===== src/rtl/rll_codec_pkg.sv =====
package rll_codec_pkg;

  // Longest run of low line cycles that the coding rule allows.
  localparam int MAX_ZERO_RUN = 3;

  // Strobes from the control part to the datapath.
  typedef struct packed {
    logic dataSlot;  // payload bit is taken now and the line is sampled now
    logic guardOn;   // startup transient still in progress
  } slotCtrl_t;

endpackage


===== src/rtl/rll_codec_ctrl.sv =====
module rll_codec_ctrl
  import rll_codec_pkg::*;
#(
  parameter int GUARD_LEN = 2
) (
  input  logic      clk,
  input  logic      rstN,
  output slotCtrl_t ctrl
);

  logic                 phaseQ;
  logic [GUARD_LEN-1:0] guardQ;

  // Slot phase: 0 marks a strobe cycle, and the value flips on every clock.
  always_ff @(posedge clk or negedge rstN) begin
    if (!rstN) phaseQ <= 1'b0;
    else       phaseQ <= ~phaseQ;
  end

  // Guard: loaded with ones at reset, then zeros shift in.
  generate
    if (GUARD_LEN == 1) begin : g_guardSingle
      always_ff @(posedge clk or negedge rstN) begin
        if (!rstN) guardQ <= '1;
        else       guardQ <= 1'b0;
      end
    end else begin : g_guardChain
      always_ff @(posedge clk or negedge rstN) begin
        if (!rstN) guardQ <= '1;
        else       guardQ <= {guardQ[GUARD_LEN-2:0], 1'b0};
      end
    end
  endgenerate

  assign ctrl.dataSlot = ~phaseQ;
  assign ctrl.guardOn  = |guardQ;

endmodule


===== src/rtl/rll_codec_dp.sv =====
module rll_codec_dp
  import rll_codec_pkg::*;
(
  input  logic      clk,
  input  logic      rstN,
  input  slotCtrl_t ctrl,
  input  logic      encDin,
  input  logic      lineIn,
  output logic      lineOut,
  output logic      decDout,
  output logic      decValid
);

  logic curBitQ;   // most recent payload bit, reset to 1 so startup stays legal
  logic lineQ;
  logic doutQ;
  logic validQ;

  // Transmit: spacer cycle first, payload cycle second.
  always_ff @(posedge clk or negedge rstN) begin
    if (!rstN) begin
      curBitQ <= 1'b1;
      lineQ   <= 1'b1;
    end else if (ctrl.dataSlot) begin
      lineQ   <= ~curBitQ & ~encDin;
      curBitQ <= encDin;
    end else begin
      lineQ   <= curBitQ;
    end
  end

  // Receive: sample in strobe cycles only; the guard masks the flag.
  always_ff @(posedge clk or negedge rstN) begin
    if (!rstN) begin
      doutQ  <= 1'b0;
      validQ <= 1'b0;
    end else begin
      if (ctrl.dataSlot) doutQ <= lineIn;
      validQ <= ctrl.dataSlot & ~ctrl.guardOn;
    end
  end

  assign lineOut  = lineQ;
  assign decDout  = doutQ;
  assign decValid = validQ;

endmodule


===== src/rtl/rll_codec.sv =====
module rll_codec
  import rll_codec_pkg::*;
#(
  parameter int GUARD_LEN = 2
) (
  input  logic clk,
  input  logic rstN,
  input  logic encDin,
  output logic encStrobe,
  output logic lineOut,
  input  logic lineIn,
  output logic decDout,
  output logic decValid
);

  slotCtrl_t ctrl;

  rll_codec_ctrl #(.GUARD_LEN(GUARD_LEN)) u_ctrl (
    .clk  (clk),
    .rstN (rstN),
    .ctrl (ctrl)
  );

  rll_codec_dp u_dp (
    .clk      (clk),
    .rstN     (rstN),
    .ctrl     (ctrl),
    .encDin   (encDin),
    .lineIn   (lineIn),
    .lineOut  (lineOut),
    .decDout  (decDout),
    .decValid (decValid)
  );

  assign encStrobe = ctrl.dataSlot;

endmodule


===== config.mk =====
export PLATFORM = sky130hd
export DESIGN_NAME = rll_codec
export DESIGN_NICKNAME = d
export VERILOG_FILES = /design/src/rtl/rll_codec_pkg.sv /design/src/rtl/rll_codec_ctrl.sv /design/src/rtl/rll_codec_dp.sv /design/src/rtl/rll_codec.sv
export SDC_FILE = /design/constraint.sdc
export NUM_CORES = 1
export LEC_CHECK = 0
export ABC_AREA = 1
export BUFFER_PORTS_ARGS = -buffer_cell sky130_fd_sc_hd__buf_2
export CORE_AREA = 2 2 39 41
export CTS_CLUSTER_SIZE = 30
export DETAILED_ROUTE_END_ITERATION = 8
export DIE_AREA = 0 0 41 43
export PLACE_DENSITY = 0.34
export SYNTH_ARGS = -nofsm -noshare
export SYNTH_HDL_FRONTEND = slang
export SYNTH_SLANG_ARGS = --single-unit

===== constraint.sdc =====
create_clock -name clk -period 0.8 [get_ports clk]
set_input_delay 0.16 -clock clk [delete_from_list [all_inputs] [get_ports clk]]
set_output_delay 0.16 -clock clk [all_outputs]
set_load 0.05 [all_outputs]

==> metrics.log <==
INFO  metric run_status = finished with violations
INFO  metric failed_checks = setup timing
INFO  metric mappedNetlistArea = between 200 and 250 um^2
INFO  metric cellLeakagePower = 0.189 nW
INFO  metric rows = 14
INFO  metric detailroute.via_count = ~180
INFO  metric top_usage_layer = met4
INFO  metric netlist-cell-type-count = 8
INFO  metric maxCapViolations = 0
INFO  metric drtPass1Iterations = 2
INFO  metric fp.coreArea = 1380 um^2
INFO  metric die-height = 43 um
INFO  metric final.fill_count = ~150
INFO  metric vias_per_cell = roughly 3.5
INFO  metric timing.critical_path.slowest_stage_cell = dfstp_2
INFO  metric rrSetupSlack = -0.06 ns
INFO  metric critical_path.endpoint = lineOut
INFO  metric postLayoutCellArea = 402 um^2
INFO  metric m2_gr_usage = 0.0688
INFO  metric clock_buffer_depth = 2
INFO  metric r2r-start = u_ctrl.phaseQ
INFO  metric final_hold_viol_count = 0
INFO  metric drt_wl_total = approximately 420 um
INFO  metric nets = 39
INFO  metric insertedDiodeCount = 0
INFO  metric library_cell_with_the_highest_instance_count_after_synthesis = nand2_1
INFO  metric avgRoutedWirePerCell = between 8 and 9 um
INFO  metric endpoint_of_the_most_critical_register_to_register_path = u_dp.decValid
INFO  metric timing.critical_path.cells = buf_8
INFO  metric die_x = 41 um
INFO  metric drt.antenna.violating_nets = 0
INFO  metric netlist_instances = 19
INFO  metric timing.critical_path.from = u_dp.lineOut
INFO  metric tritoncts = yes
INFO  metric min-delay-start = lineIn
INFO  metric multi_input_comb_area = about 60 um^2
INFO  metric remaining_global_route_overflow = 0
INFO  metric family_with_the_most_delay_on_the_worst_path = flip-flops
INFO  metric cts_max_level = 1
INFO  metric design.portCount = 8
INFO  metric holdCritPathClass = in2reg
INFO  metric grt_pass1_wl = 683 um
INFO  metric reg2reg_depth = 3
INFO  metric min_path_cells = 3
INFO  metric critical-path-max-stage-delay = between 0.5 and 0.6 ns
INFO  metric fin_worst_skew = about 0.0013 ns
INFO  metric crit_buf_inv = 1
INFO  metric timing.critical_path.arrival = 0.91 ns
INFO  metric path_max_fanout = 1
INFO  metric pin_count_of_the_biggest_net_entering_global_routing = 8
INFO  metric synth_async_sr_flop_share = 1.00
INFO  metric floorplan.initialDensity = 0.165
INFO  metric crit_path_start_kind = flip-flop
INFO  metric dpl-instance-area = just under 300 um^2
INFO  metric gr_util_met3 = 0.0576
INFO  metric cp_endpoint_kind = output port
INFO  metric max_freq = between 900 and 1000 MHz
INFO  metric synth-seq-cells = 7
INFO  metric synthesis.yosys.warnings = 0
INFO  metric io_buffers = 7
INFO  metric critical_path_cell_count = 1
INFO  metric track_usage = 0.0669
INFO  metric drtIter0Drc = 1
INFO  metric floorplan.die_area = around 1800 um^2
INFO  metric synth_top_cell_by_area = dfstp_2
INFO  metric postLayoutCoreUtil = 0.290
INFO  metric area_delta_synth_final = 76.4%
INFO  metric share_of_cells_above_drive_strength_1 = 0.676
INFO  metric clock_insertion_delay_worst_skew = between 0.2 and 0.3 ns
INFO  metric ranking_of_synthesized_cells_by_area = dfstp_2, dfrtp_1, nand2_1
INFO  metric synthesis.area_per_instance = about 12 um^2
INFO  metric drv_slew = 0
INFO  metric root_buffer = clkbuf_4
INFO  metric detail_route.drc_violations = 0
INFO  metric worst_vdd_ir = around 0.67 mV
INFO  metric synth-seq-area-share = 0.791
INFO  metric first_global_vias = roughly 170
INFO  metric worst-endpoint-required = 0.64 ns
INFO  metric timing.final.crit_period = 1.07 ns
INFO  metric power_density = between 1500 and 2000 nW/um^2
INFO  metric globalplace.congestion = roughly 0.64
INFO  metric post-route-period-util = 1.34
INFO  metric most_instantiated_flip_flop_cell_in_the_synthesis_netlist = dfstp_2
INFO  metric synth_enable_flop_cells = 0
INFO  metric timing.setup.critical_path_class = reg2out
INFO  metric fin_worst_setup_slack = -0.272 ns
INFO  metric number_of_buffers_added_by_the_clock_tree_synthesis_step = 3
INFO  metric synthTopCellsByCount = nand2_1, dfstp_2, dfrtp_1
INFO  metric rsz0062_at_grt = yes
INFO  metric number_of_antenna_violations_at_the_first_check_in_global_routing = 0
INFO  metric groute.layer.met1.usage = 0.0695
INFO  metric cts_sinks = 7
INFO  metric ff_latch_area = roughly 180 um^2
INFO  metric report.final.setup_viol = 8
INFO  metric clkTransAtPathRegs = 0.05 ns
INFO  metric mappedNetlistNets = 23
INFO  metric synth_top_area_share = 0.462
INFO  metric hold_ws = 0.115 ns
state kept, by name (all words and copies together), names as in the netlist:
name,cells
u_dp.decDout,1
u_ctrl.phaseQ,1
u_dp.curBitQ,1
u_dp.lineOut,1
u_dp.decValid,1
u_ctrl.guardQ,2
kinds of logic after synthesis:
family	share of synthesized area
and+or+nand+nor	0.137
DFF	0.791
AOI/OAI and AO/OA	0.0220
buffers and inverters	0.0330
other	0.0165
worst min-delay path by stage:
stage / endpoint
CTS: u_dp.decDout
detailed placement: u_dp.decValid
global placement: u_dp.decValid
global route: u_dp.decDout
finish: u_dp.decDout
floorplan: u_ctrl.phaseQ
placed cells by master (no fill, tap or decap):
cell,instances
dfrtp_1,3
dfstp_2,4
o21ai_1,1
conb_1,1
nand2_4,1
dlygate4sd3_1,1
nor3_2,1
buf_2,3
nor2_2,1
nand2_2,2
nand2_1,3
buf_6,4
inv_2,1
inv_1,1
clkbuf_1,1
clkbuf_4,3
buf_8,2
buf_4,1
routing by layer:
layer	vias up	share of wire
met5	-	0
met4	0	0.019
met3	2	0.11
met2	7	0.46
met1	83	0.40
li1	85	-
report_power, final:
group | total (W) | switching [W] | internal [W]
combinational | 0.0000766 | 0.0000459 | 0.0000307
sequential | 0.000389 | 0.0000106 | 0.000378
clock | 0.000314 | 0.000124 | 0.000190
total | 0.000779 | 0.000180 | 0.000599
what timing repair did:
action | 4_1_cts | 5_1_grt
gates cloned | 0 | 0
setup endpoints to repair | 4 | 8
hold buffers | 1 | 0
buffers inserted | 1 | 2
endpoints found under the hold margin | 7 | 0
pin swaps | 0 | 1
gates resized for setup | 11 | 9
layout make-up:
class / count / share of cell area
Tap cell: 16 / 0.0498
Clock buffer: 4 / 0.0654
Timing Repair Buffer: 11 / 0.268
Sequential cell: 7 / 0.449
Multi-Input combinational cell: 10 / 0.150
Inverter: 2 / 0.0187
stage by stage:
step,worst slack [ns],setup TNS (ns),instances,total power (W)
finish,-0.272,-0.989,50,0.000779
global route,-0.301,-1.35,50,0.000840
CTS,-0.287,-0.808,49,0.000793
detailed placement,-0.0963,-0.155,43,0.000447
global placement,-0.0966,-0.147,43,0.000445
floorplan,-0.162,-0.388,19,0.000424
No activity file was read; power rests on OpenSTA's default activity.
